### config.mk
export PLATFORM = sky130hd
export DESIGN_NAME = gpio_pad_regs
export DESIGN_NICKNAME = d
export VERILOG_FILES = /design/src/rtl/gpio_pad_pkg.sv /design/src/rtl/gpio_pad_sync.sv /design/src/rtl/gpio_pad_bank.sv /design/src/rtl/gpio_pad_regs.sv
export SDC_FILE = /design/constraint.sdc
export NUM_CORES = 1
export LEC_CHECK = 0
export ABC_AREA = 1
export ABC_CLOCK_PERIOD_IN_PS = 4850
export BUFFER_PORTS_ARGS = -buffer_cell sky130_fd_sc_hd__buf_2
export CAP_MARGIN = 40
export CORE_AREA = 4 4 403 405
export CTS_CLUSTER_DIAMETER = 150
export DETAILED_ROUTE_END_ITERATION = 7
export DIE_AREA = 0 0 407 409
export SLEW_MARGIN = 20
export SYNTH_ARGS = -nofsm -noshare
export SYNTH_HDL_FRONTEND = slang
export SYNTH_SLANG_ARGS = --single-unit
### constraint.sdc
create_clock -name clk -period 4.85 [get_ports clk]
set_input_delay 0.2425 -clock clk [delete_from_list [all_inputs] [get_ports clk]]
set_output_delay 0.2425 -clock clk [all_outputs]
set_load 0.05 [all_outputs]
### src/rtl/gpio_pad_pkg.sv
package gpio_pad_pkg;
   // byte distance between consecutive banks
   localparam int BANK_STRIDE = 36;
   localparam int BUS_W       = 32;

   // word index within a bank (byte offset / 4)
   typedef enum logic [3:0] {
      W_FUNC0 = 4'd0,
      W_FUNC1 = 4'd1,
      W_FUNC2 = 4'd2,
      W_FUNC3 = 4'd3,
      W_DATA  = 4'd4,
      W_DRV0  = 4'd5,
      W_DRV1  = 4'd6,
      W_PULL0 = 4'd7,
      W_PULL1 = 4'd8
   } bank_word_e;

   localparam logic [2:0] FN_INPUT   = 3'd0;
   localparam logic [2:0] FN_OUTPUT  = 3'd1;
   localparam logic [1:0] DRV_RESET  = 2'd1;
   localparam logic [1:0] PULL_RESET = 2'd0;
endpackage

### src/rtl/gpio_pad_sync.sv
module gpio_pad_sync #(
   parameter int WIDTH  = 32,
   parameter int STAGES = 2
) (
   input  logic             clk,
   input  logic             rst_n,
   input  logic [WIDTH-1:0] din,
   output logic [WIDTH-1:0] dout
);
   if (STAGES < 2) begin : g_bad_stages
      $error("gpio_pad_sync: STAGES must be at least 2");
   end

   logic [STAGES-1:0][WIDTH-1:0] chain_q;

   always_ff @(posedge clk or negedge rst_n) begin
      if (!rst_n) begin
         chain_q <= '0;
      end else begin
         chain_q <= {chain_q[STAGES-2:0], din};
      end
   end

   assign dout = chain_q[STAGES-1];
endmodule

### src/rtl/gpio_pad_bank.sv
module gpio_pad_bank
   import gpio_pad_pkg::*;
#(
   parameter int PINS = 32
) (
   input  logic              clk,
   input  logic              rst_n,
   input  logic              sel,
   input  logic [3:0]        word,
   input  logic              we,
   input  logic [BUS_W-1:0]  wdata,
   input  logic [PINS-1:0]   pin_lvl,
   output logic [BUS_W-1:0]  rdata,
   output logic [PINS*3-1:0] func,
   output logic [PINS*2-1:0] drv,
   output logic [PINS*2-1:0] pul,
   output logic [PINS-1:0]   oe,
   output logic [PINS-1:0]   dout
);
   if (PINS < 1 || PINS > BUS_W) begin : g_bad_pins
      $error("gpio_pad_bank: PINS must lie in 1..32");
   end

   logic wr_en;
   assign wr_en = sel & we;

   for (genvar p = 0; p < PINS; p++) begin : g_pin
      localparam int FW = p / 8;
      localparam int FB = (p % 8) * 4;
      localparam int SW = p / 16;
      localparam int SB = (p % 16) * 2;

      logic [2:0] fn_q;
      logic [1:0] dr_q;
      logic [1:0] pu_q;
      logic       d_q;

      always_ff @(posedge clk or negedge rst_n) begin
         if (!rst_n) begin
            fn_q <= FN_INPUT;
            dr_q <= DRV_RESET;
            pu_q <= PULL_RESET;
            d_q  <= 1'b0;
         end else if (wr_en) begin
            if (word == 4'(FW))                    fn_q <= wdata[FB +: 3];
            if (word == 4'(int'(W_DRV0) + SW))     dr_q <= wdata[SB +: 2];
            if (word == 4'(int'(W_PULL0) + SW))    pu_q <= wdata[SB +: 2];
            if (word == W_DATA)                    d_q  <= wdata[p];
         end
      end

      assign func[p*3 +: 3] = fn_q;
      assign drv[p*2 +: 2]  = dr_q;
      assign pul[p*2 +: 2]  = pu_q;
      assign oe[p]          = (fn_q == FN_OUTPUT);
      assign dout[p]        = d_q;
   end

   always_comb begin
      rdata = '0;
      if (sel) begin
         for (int p = 0; p < PINS; p++) begin
            if (word == 4'(p / 8))
               rdata[(p % 8) * 4 +: 3] = func[p*3 +: 3];
            if (word == W_DATA)
               rdata[p] = oe[p] ? dout[p] : pin_lvl[p];
            if (word == 4'(int'(W_DRV0) + p / 16))
               rdata[(p % 16) * 2 +: 2] = drv[p*2 +: 2];
            if (word == 4'(int'(W_PULL0) + p / 16))
               rdata[(p % 16) * 2 +: 2] = pul[p*2 +: 2];
         end
      end
   end
endmodule

### src/rtl/gpio_pad_regs.sv
module gpio_pad_regs
   import gpio_pad_pkg::*;
#(
   parameter int NUM_BANKS     = 3,
   parameter int PINS_PER_BANK = 32,
   parameter int ADDR_W        = 10,
   parameter int SYNC_STAGES   = 2
) (
   input  logic                                 clk,
   input  logic                                 rst_n,
   input  logic [ADDR_W-1:0]                    bus_addr,
   input  logic                                 bus_we,
   input  logic [BUS_W-1:0]                     bus_wdata,
   output logic [BUS_W-1:0]                     bus_rdata,
   input  logic [NUM_BANKS*PINS_PER_BANK-1:0]   pad_in,
   output logic [NUM_BANKS*PINS_PER_BANK-1:0]   pad_oe,
   output logic [NUM_BANKS*PINS_PER_BANK-1:0]   pad_out,
   output logic [2*NUM_BANKS*PINS_PER_BANK-1:0] pad_drive,
   output logic [2*NUM_BANKS*PINS_PER_BANK-1:0] pad_pull,
   output logic [3*NUM_BANKS*PINS_PER_BANK-1:0] pad_func
);
   localparam int NPINS     = NUM_BANKS * PINS_PER_BANK;
   localparam int MAP_BYTES = NUM_BANKS * BANK_STRIDE;
   localparam int PB        = PINS_PER_BANK;

   if (NUM_BANKS < 1) begin : g_bad_banks
      $error("gpio_pad_regs: NUM_BANKS must be at least 1");
   end
   if (ADDR_W > 31 || MAP_BYTES > (1 << ADDR_W)) begin : g_bad_addr
      $error("gpio_pad_regs: ADDR_W too small for the bank map");
   end

   logic [NPINS-1:0]                pad_lvl;
   logic [NUM_BANKS-1:0][BUS_W-1:0] bank_rd;
   logic [31:0]                     addr32;

   assign addr32 = 32'(bus_addr);

   gpio_pad_sync #(
      .WIDTH (NPINS),
      .STAGES(SYNC_STAGES)
   ) i_sync (
      .clk  (clk),
      .rst_n(rst_n),
      .din  (pad_in),
      .dout (pad_lvl)
   );

   for (genvar b = 0; b < NUM_BANKS; b++) begin : g_bank
      localparam logic [31:0] BASE = 32'(b * BANK_STRIDE);

      logic        hit;
      logic [31:0] off;
      logic [3:0]  widx;
      logic        unused_off;

      assign hit        = (addr32 >= BASE) && (addr32 < BASE + 32'(BANK_STRIDE));
      assign off        = addr32 - BASE;
      assign widx       = off[5:2];
      assign unused_off = ^{off[31:6], off[1:0]};

      gpio_pad_bank #(
         .PINS(PB)
      ) i_bank (
         .clk    (clk),
         .rst_n  (rst_n),
         .sel    (hit),
         .word   (widx),
         .we     (bus_we),
         .wdata  (bus_wdata),
         .pin_lvl(pad_lvl[b*PB +: PB]),
         .rdata  (bank_rd[b]),
         .func   (pad_func[b*PB*3 +: PB*3]),
         .drv    (pad_drive[b*PB*2 +: PB*2]),
         .pul    (pad_pull[b*PB*2 +: PB*2]),
         .oe     (pad_oe[b*PB +: PB]),
         .dout   (pad_out[b*PB +: PB])
      );
   end

   always_comb begin
      bus_rdata = '0;
      for (int b = 0; b < NUM_BANKS; b++) begin
         bus_rdata = bus_rdata | bank_rd[b];
      end
   end
endmodule

==> results of run 1 <==
worst max-delay path, delay by kind of cell:
family / cells / cell delay (ns)
buffers and inverters: 5 / 0.94
AND/OR/NAND/NOR: 11 / 2.41
adder cells (fa/ha/maj): 1 / 0.26
registers in the layout, summed over array words and instances (netlist names):
name / count
g_bank.i_bank.g_pin.d_q: 96
g_bank.i_bank.g_pin.fn_q: 288
g_bank.i_bank.g_pin.dr_q: 192
i_sync.dout: 96
g_bank.i_bank.g_pin.pu_q: 192
i_sync.chain_q: 96
cell type report:
cell class | count | area [µm²]
Clock inverter | 54 | 762
Fill cell | 16660 | 103000
Antenna cell | 11 | 27.5
Sequential cell | 960 | 24100
Clock buffer | 158 | 3170
Tap cell | 2072 | 2590
Inverter | 483 | 1810
Multi-Input combinational cell | 3265 | 14600
Timing Repair Buffer | 1299 | 7920
cells by family after synthesis:
family          share of synthesized area
fa+ha+maj                        0.000589
buf+inv                            0.0906
mux                              0.000235
flops                               0.568
simple gates                        0.212
compound gates                      0.128
metrics by stage:
| step | util | worst slack (ns) | hold slack (ns) |
|---|---|---|---|
| floorplan | - | 1.78 | -0.0531 |
| global placement | 0.313 | 0.850 | 0.333 |
| detailed placement | 0.314 | 0.851 | 0.335 |
| CTS | 0.347 | 0.850 | 0.0585 |
| global route | 0.347 | 0.592 | 0.106 |
| finish | 0.347 | 0.726 | 0.123 |
per-layer routing:
layer	up-vias	wire length, µm	global-route usage
met5	-	60	0
met4	10	19300	0.184
met3	558	27100	0.0866
met2	2550	121000	0.490
met1	20987	99300	0.375
li1	18279	-	-
cell usage in the layout (no fill, tap or decap), drive strengths merged, types with 32 or more instances in the layout:
master | netlist | routed
dfrtp | 864 | 864
clkbuf | 221 | 158
inv | 479 | 483
o21ai | 817 | 817
nand2 | 1555 | 1555
a21oi | 166 | 166
o211ai | 46 | 46
nor2 | 273 | 273
or2 | 42 | 42
dfstp | 96 | 96
nand3 | 249 | 249
buf | 183 | 1170
clkinv | 4 | 32
dlygate4sd3 | 0 | 129
nand4 | 68 | 68
path summary, 6_finish.rpt:
check | from | to | slack [ns]
max | bus_addr[4] | bus_rdata[26] | 0.73
min | pad_in[34] | i_sync.chain_q[34] | 0.12
max reg2reg | g_bank[1].i_bank.g_pin[31].fn_q[2] | g_bank[1].i_bank.g_pin[31].fn_q[2] | 3.77
min reg2reg | i_sync.chain_q[58] | i_sync.dout[58] | 0.34
max in group asynchronous | rst_n | g_bank[1].i_bank.g_pin[8].fn_q[1] | 3.26
min in group asynchronous | rst_n | g_bank[2].i_bank.g_pin[22].d_q | 0.16
report_power, final:
group | internal [W] | leakage (nW) | switching, W
sequential | 0.00850 | 11.8 | 0.000454
combinational | 0.000742 | 14.6 | 0.00318
clock | 0.00538 | 1.92 | 0.00380
what timing repair did:
item,4_1_cts,5_1_grt
setup buffers,0,0
gates resized for setup,0,0
setup endpoints to repair,0,0
hold buffers,129,0
endpoints found under the hold margin,348,0
==> qor_table.md, run 1 <==
| Step | Result | This run |
| --- | --- | --- |
| outcome | Outcome | completed |
| sta | Transition at the pin with the smallest max-transition slack | 0.944 ns |
| yosys | Flip-flop and latch count after synthesis | 960 |
| route | Total vias in the final route | 42384 |
| placement | Number of I/O port buffers | 1034 |
| sta | Setup_tns | 0 ns |
| power and ir drop | Overall Power | 0.0220 W |
| clock network | Clock sink total | 960 |
| yosys | Nets in the synthesized netlist | 5255 |
| yosys | Synthesized netlist cell count | 5112 |
| route | Pre-antenna DRT Iters | 6 |
| yosys | Cell taking the most area after synthesis | sky130_fd_sc_hd__dfrtp_1 |
| yosys | Leading cell type by number of instances after synthesis | sky130_fd_sc_hd__nand2_1 |
| die | Floorplan die height | 409 µm |
| job | Max_cap viols | 0 |
| clock network | CTS clk-pin slew, worst paths | 0.06 ns |
| worst hold path | Instance count along the most critical hold path | 2 |
| die | Horiz. Die Dim | 407 µm |
| yosys | Post-synthesis area per instance | 8.32 µm² |
| route | Starting DRC count in detailed routing | 5132 |
| setup path | Largest stage delay, worst path | 0.32 ns |
| die | Core area | 158000 µm² |
| setup path | Category of the critical setup timing path | primary input to primary output |
| global route | Global-route total usage across every layer | 0.310 |
| sta | Worst Skew | 0.0291 ns |
| global route | Number of global-route vias before repair | 39459 |
| setup path | Crit path arrival time | 3.88 ns |
| final layout | Fraction of layout instances using a drive strength above 1 | 0.247 |
| yosys | Fraction of registers with async set/reset | 1.00 |
| clock network | Longest Clk Path Bufs | 3 |
| clock network | Latest clock arrival within the worst-skew pair | 0.74 ns |
| yosys | Fraction of the yosys area taken by sequential cells | 0.568 |
| global route | Residual overflow from global routing | 0 |
| sta | Number of hold-slack violations in the final timing report | 0 |
| clock network | H-tree Lvls | 3 |
| worst hold path | Class of the worst hold path | primary input to flop |
| setup path | Critical Path RT | 4.61 ns |
| yosys | Ranking of synthesized cells by instance count | sky130_fd_sc_hd__nand2_1, sky130_fd_sc_hd__dfrtp_1, sky130_fd_sc_hd__o21ai_0 |
| power and ir drop | Maximum vdd drop | 0.287 mV |
| yosys | Area fraction of the dominant cell type after synthesis | 0.509 |
| die | Top-Level Pins | 1037 |
| global route | Maximum number of pins on one net before global-route repair | 160 |
| power and ir drop | Leakage power summed over all cells | 28.3 nW |
| clock network | Clock root cell | sky130_fd_sc_hd__clkbuf_16 |
| final layout | Post-layout net count | 6263 |
| sta | Headroom to the max-slew limit | 0.364 |
| setup path | Depth of the worst register-to-register path | 2 |
| yosys | Post-synth EDFFs | 0 |
| placement | RePlAce Congestion | 0.993 |
| setup path | Worst Setup Start Kind | primary input |
| setup path | Maximum net fanout on the critical path | 30 |
| placement | HPWL Detailed | 205 mm |
| placement | Total cell area at the placement stage | 49800 µm² |
| global route | Global-route wire length before repair | 352 mm |
| final layout | Area overhead of the layout relative to synthesis | 29.5% |
| setup path | Critical Path Slowest Stage Cell | sky130_fd_sc_hd__nor2_1 |
| route | Aggregate routed wire length | 266 mm |
| final layout | Final instance area | 55000 µm² |
| setup path | Kind of end point of the critical path | primary output |
| sta | Count of final max-slew check failures | 0 |
| die | Initial Util | 0.268 |
| clock network | CTS tree | done |
| die | Row cnt | 146 |
| route | Number of nets with antenna violations after detailed routing | 0 |
| sta | Final worst path period need | 4.12 ns |
| sta | Final period utilization | 0.850 |
| yosys | Top cells by area, synth | sky130_fd_sc_hd__dfrtp_1, sky130_fd_sc_hd__nand2_1, sky130_fd_sc_hd__o21ai_0 |
| route | DRC | 0 |
| setup path | Cell repeated most along the worst path | sky130_fd_sc_hd__nand2_1 |
| final layout | Non-filler instance count after layout | 8302 |
| yosys | Most used flip-flop cell after synthesis | sky130_fd_sc_hd__dfrtp_1 |
| yosys | Number of synthesis warnings | 0 |
| sta | Number of failing setup endpoints in the final timing report | 0 |
| die | Die Outline Area | 166000 µm² |
| route | Average via count per standard cell | 5.11 |
| global route | Number of antenna violations at the first check in global routing | 28 |
| sta | Unrepaired setup endpoints after global routing | no |
| sta | Max Freq | 242 MHz |
| yosys | Number of distinct library cell variants in the gate-level netlist after synthesis | 37 |
| route | DR WL/cell | 32.1 µm |
| clock network | Number of buffers created by CTS | 111 |
| placement | Cell Count Post-Placement | 7950 |
| yosys | Mapped cell area | 42500 µm² |
| setup path | Sequence of cells on the critical path | buf_2 -> inv_1 -> ha_1 -> inv_1 -> nand2_1 -> nand2_1 -> nor2_1 -> nand2_1 -> buf_4 -> or2_2 -> nand2_1 -> nand2_1 -> nand2_1 -> nand4_1 -> nand2_1 -> nand3_1 -> buf_2 |
| power and ir drop | Power density normalized to cell area | 401 nW/µm² |
Note: power is estimated with default switching activity, not from simulation.
==> inputs of run 2 (changes only) <==
--- a/config.mk
+++ b/config.mk
@@ -9,10 +9,10 @@
 export ABC_CLOCK_PERIOD_IN_PS = 4850
 export BUFFER_PORTS_ARGS = -buffer_cell sky130_fd_sc_hd__buf_2
 export CAP_MARGIN = 40
-export CORE_AREA = 4 4 403 405
+export CORE_AREA = 4 4 407 409
 export CTS_CLUSTER_DIAMETER = 150
 export DETAILED_ROUTE_END_ITERATION = 7
-export DIE_AREA = 0 0 407 409
+export DIE_AREA = 0 0 411 413
 export SLEW_MARGIN = 20
 export SYNTH_ARGS = -nofsm -noshare
 export SYNTH_HDL_FRONTEND = slang
==> qor_table.md, run 2 (synthesis results as in run 1) <==
| Step | Result | This run | Delta |
| --- | --- | --- | --- |
| route | Met2 wire len | 122 mm | was 121 mm |
| setup path | Sequence of cells on the critical path | buf_2 -> inv_1 -> ha_1 -> inv_1 -> nand3_1 -> nor2_4 -> buf_4 -> o211ai_1 -> nand4_1 -> o211ai_1 -> nand3_1 -> buf_12 | was buf_2 -> inv_1 -> ha_1 -> inv_1 -> nand2_1 -> nand2_1 -> nor2_1 -> nand2_1 -> buf_4 -> or2_2 -> nand2_1 -> nand2_1 -> nand2_1 -> nand4_1 -> nand2_1 -> nand3_1 -> buf_2 |
| power and ir drop | Power density normalized to cell area | 404 nW/µm² | was 401 nW/µm² |
| sta | Setup_tns | 0 ns | unchanged |
| sta | Worst Skew | 0.0571 ns | was 0.0291 ns |
| die | Horiz. Die Dim | 411 µm | was 407 µm |
| die | Initial Util | 0.262 | was 0.268 |
| setup path | Crit path arrival time | 3.79 ns | was 3.88 ns |
| placement | Cell Count Post-Placement | 8055 | was 7950 |
| clock network | Latest clock arrival within the worst-skew pair | 0.76 ns | was 0.74 ns |
| final layout | Flip-flop count of the largest register after layout | 288 | unchanged |
| route | DR WL met3 | 28.0 mm | was 27.1 mm |
| worst hold path | Class of the worst hold path | primary input to flop | unchanged |
| setup path | Category of the critical setup timing path | primary input to primary output | unchanged |
| power and ir drop | Maximum vdd drop | 0.293 mV | was 0.287 mV |
| setup path | Worst Setup Start Kind | primary input | unchanged |
| final layout | Largest Register | g_bank.i_bank.g_pin.fn_q | unchanged |
| route | Pre-antenna DRT Iters | 6 | unchanged |
| sta | Unrepaired setup endpoints after global routing | no | unchanged |
| clock network | Longest Clk Path Bufs | 3 | unchanged |
| global route | Number of antenna violations at the first check in global routing | 29 | was 28 |
| setup path | Bufs and invs on worst path | 5 | unchanged |
| clock network | H-tree Lvls | 3 | unchanged |
| setup path | Top Family by Delay on Critical Path | simple AND/OR/NAND/NOR gates | unchanged |
| placement | HPWL Detailed | 204 mm | was 205 mm |
| route | Aggregate routed wire length | 266 mm | about the same |
| sta | Transition at the pin with the smallest max-transition slack | 0.934 ns | was 0.944 ns |
| die | Core area | 162000 µm² | was 158000 µm² |
| route | DRC | 0 | unchanged |
| final layout | Area overhead of the layout relative to synthesis | 30.2% | was 29.5% |
| placement | RePlAce Congestion | 1.00 | was 0.993 |
| setup path | Critical Path RT | 4.61 ns | about the same |
| global route | Residual overflow from global routing | 0 | unchanged |
| setup path | Kind of end point of the critical path | primary output | unchanged |
| outcome | Outcome | completed | unchanged |
| die | Die Outline Area | 170000 µm² | was 166000 µm² |
| route | Post-Route M1 WL | 99.4 mm | was 99.3 mm |
| clock network | Number of buffers created by CTS | 111 | unchanged |
| final layout | Most common cell after layout, fill and taps aside | sky130_fd_sc_hd__nand2_1 | unchanged |
| global route | Global-route total usage across every layer | 0.301 | was 0.310 |
| clock network | Clock sink total | 960 | unchanged |
| setup path | Largest stage delay, worst path | 0.47 ns | was 0.32 ns |
| die | Floorplan die height | 413 µm | was 409 µm |
| clock network | Clock root cell | sky130_fd_sc_hd__clkbuf_16 | unchanged |
| sta | Number of failing setup endpoints in the final timing report | 0 | unchanged |
| final layout | Final core utilization | 0.342 | was 0.347 |
| route | Starting DRC count in detailed routing | 5443 | was 5132 |
| clock network | Setup fix buffers added after clock tree synthesis | 0 | unchanged |
| final layout | Filler Cells Inserted | 17021 | was 16660 |
| sta | Final worst path period need | 4.03 ns | was 4.12 ns |
| placement | Total cell area at the placement stage | 49900 µm² | was 49800 µm² |
| final layout | Most frequent cells in the layout | sky130_fd_sc_hd__nand2_1, sky130_fd_sc_hd__buf_2, sky130_fd_sc_hd__dfrtp_1, sky130_fd_sc_hd__o21ai_0, sky130_fd_sc_hd__inv_1 | unchanged |
| clock network | CTS clk-pin slew, worst paths | 0.06 ns | about the same |
| global route | Maximum number of pins on one net before global-route repair | 153 | was 160 |
| sta | Number of hold-slack violations in the final timing report | 0 | unchanged |
| route | DR WL/cell | 31.6 µm | was 32.1 µm |
| route | Number of nets with antenna violations after detailed routing | 0 | unchanged |
| sta | Headroom to the max-slew limit | 0.378 | was 0.364 |
| global route | Number of global-route vias before repair | 39614 | was 39459 |
| setup path | Maximum net fanout on the critical path | 19 | was 30 |
| global route | Global-route wire length before repair | 350 mm | was 352 mm |
| final layout | Non-filler instance count after layout | 8408 | was 8302 |
| final layout | Fraction of layout instances using a drive strength above 1 | 0.249 | was 0.247 |
| final layout | Registers with the most flip-flops | g_bank.i_bank.g_pin.fn_q: 288 flops, g_bank.i_bank.g_pin.dr_q: 192 flops, g_bank.i_bank.g_pin.pu_q: 192 flops | unchanged |
| setup path | Critical Path Slowest Stage Cell | sky130_fd_sc_hd__nor2_4 | was sky130_fd_sc_hd__nor2_1 |
| route | Total vias in the final route | 42719 | was 42384 |
| sta | Max Freq | 248 MHz | was 242 MHz |
| final layout | Post-layout net count | 6265 | was 6263 |
| placement | Number of I/O port buffers | 1034 | unchanged |
| final layout | Final instance area | 55400 µm² | was 55000 µm² |
| route | Average via count per standard cell | 5.08 | was 5.11 |
| route | Max Used Layer | met5 | unchanged |
| die | Row cnt | 148 | was 146 |
| power and ir drop | Leakage power summed over all cells | 28.4 nW | was 28.3 nW |
| die | Top-Level Pins | 1037 | unchanged |
| job | Max_cap viols | 0 | unchanged |
| sta | Final period utilization | 0.832 | was 0.850 |
| clock network | Number of resized instances in the post-cts repair step | 0 | unchanged |
| sta | Count of final max-slew check failures | 0 | unchanged |
| clock network | CTS tree | done | unchanged |
run 2: worst paths after layout:
check                                                   start  depth (start not counted)  slack [ns]                                 end
min in group asynchronous                               rst_n                          2        0.17                  i_sync.chain_q[82]
max in group asynchronous                               rst_n                          3        3.21   g_bank[0].i_bank.g_pin[6].fn_q[0]
min                                                pad_in[54]                          2        0.11                  i_sync.chain_q[54]
max                                               bus_addr[4]                         12        0.82                       bus_rdata[11]
max reg2reg                g_bank[1].i_bank.g_pin[31].fn_q[2]                          2        3.91  g_bank[1].i_bank.g_pin[31].fn_q[2]
min reg2reg                                i_sync.chain_q[27]                          0        0.30                     i_sync.dout[27]
run 2: area by class of cell:
| type | count | area (µm²) | area share |
|---|---|---|---|
| antenna | 13 | 32.5 | 0.000588 |
| clock buffer | 154 | 3230 | 0.0583 |
| tap | 2175 | 2720 | 0.0492 |
| sequential | 960 | 24100 | 0.436 |
| clock inverter | 57 | 877 | 0.0158 |
| timing repair buffer | 1301 | 7960 | 0.144 |
| inverter | 483 | 1810 | 0.0327 |
| multi-input combinational | 3265 | 14600 | 0.264 |
run 2: per-stage QoR:
step	setup slack (ns)	hold WS [ns]	power [W]
2_1_floorplan	1.78	-0.0531	0.0111
3_3_place_gp	0.901	0.332	0.0128
3_5_place_dp	0.913	0.335	0.0129
4_1_cts	0.819	0.0553	0.0224
5_1_grt	0.744	0.0977	0.0230
6_report	0.816	0.111	0.0224
run 2: metal layers:
metal	global-route usage	up-vias
met5	0	-
met4	0.152	16
met3	0.0873	561
met2	0.485	2769
met1	0.368	21088
li1	-	18285
run 2: timing repair:
action	4_1_cts	5_1_grt
hold buffers	129	0
setup endpoints to repair	0	0
endpoints found under the hold margin	353	0
run 2: where the power goes:
group / internal (W) / switching, W
logic: 0.000743 / 0.00319
clock network: 0.00568 / 0.00382
registers: 0.00850 / 0.000443
total: 0.0149 / 0.00745
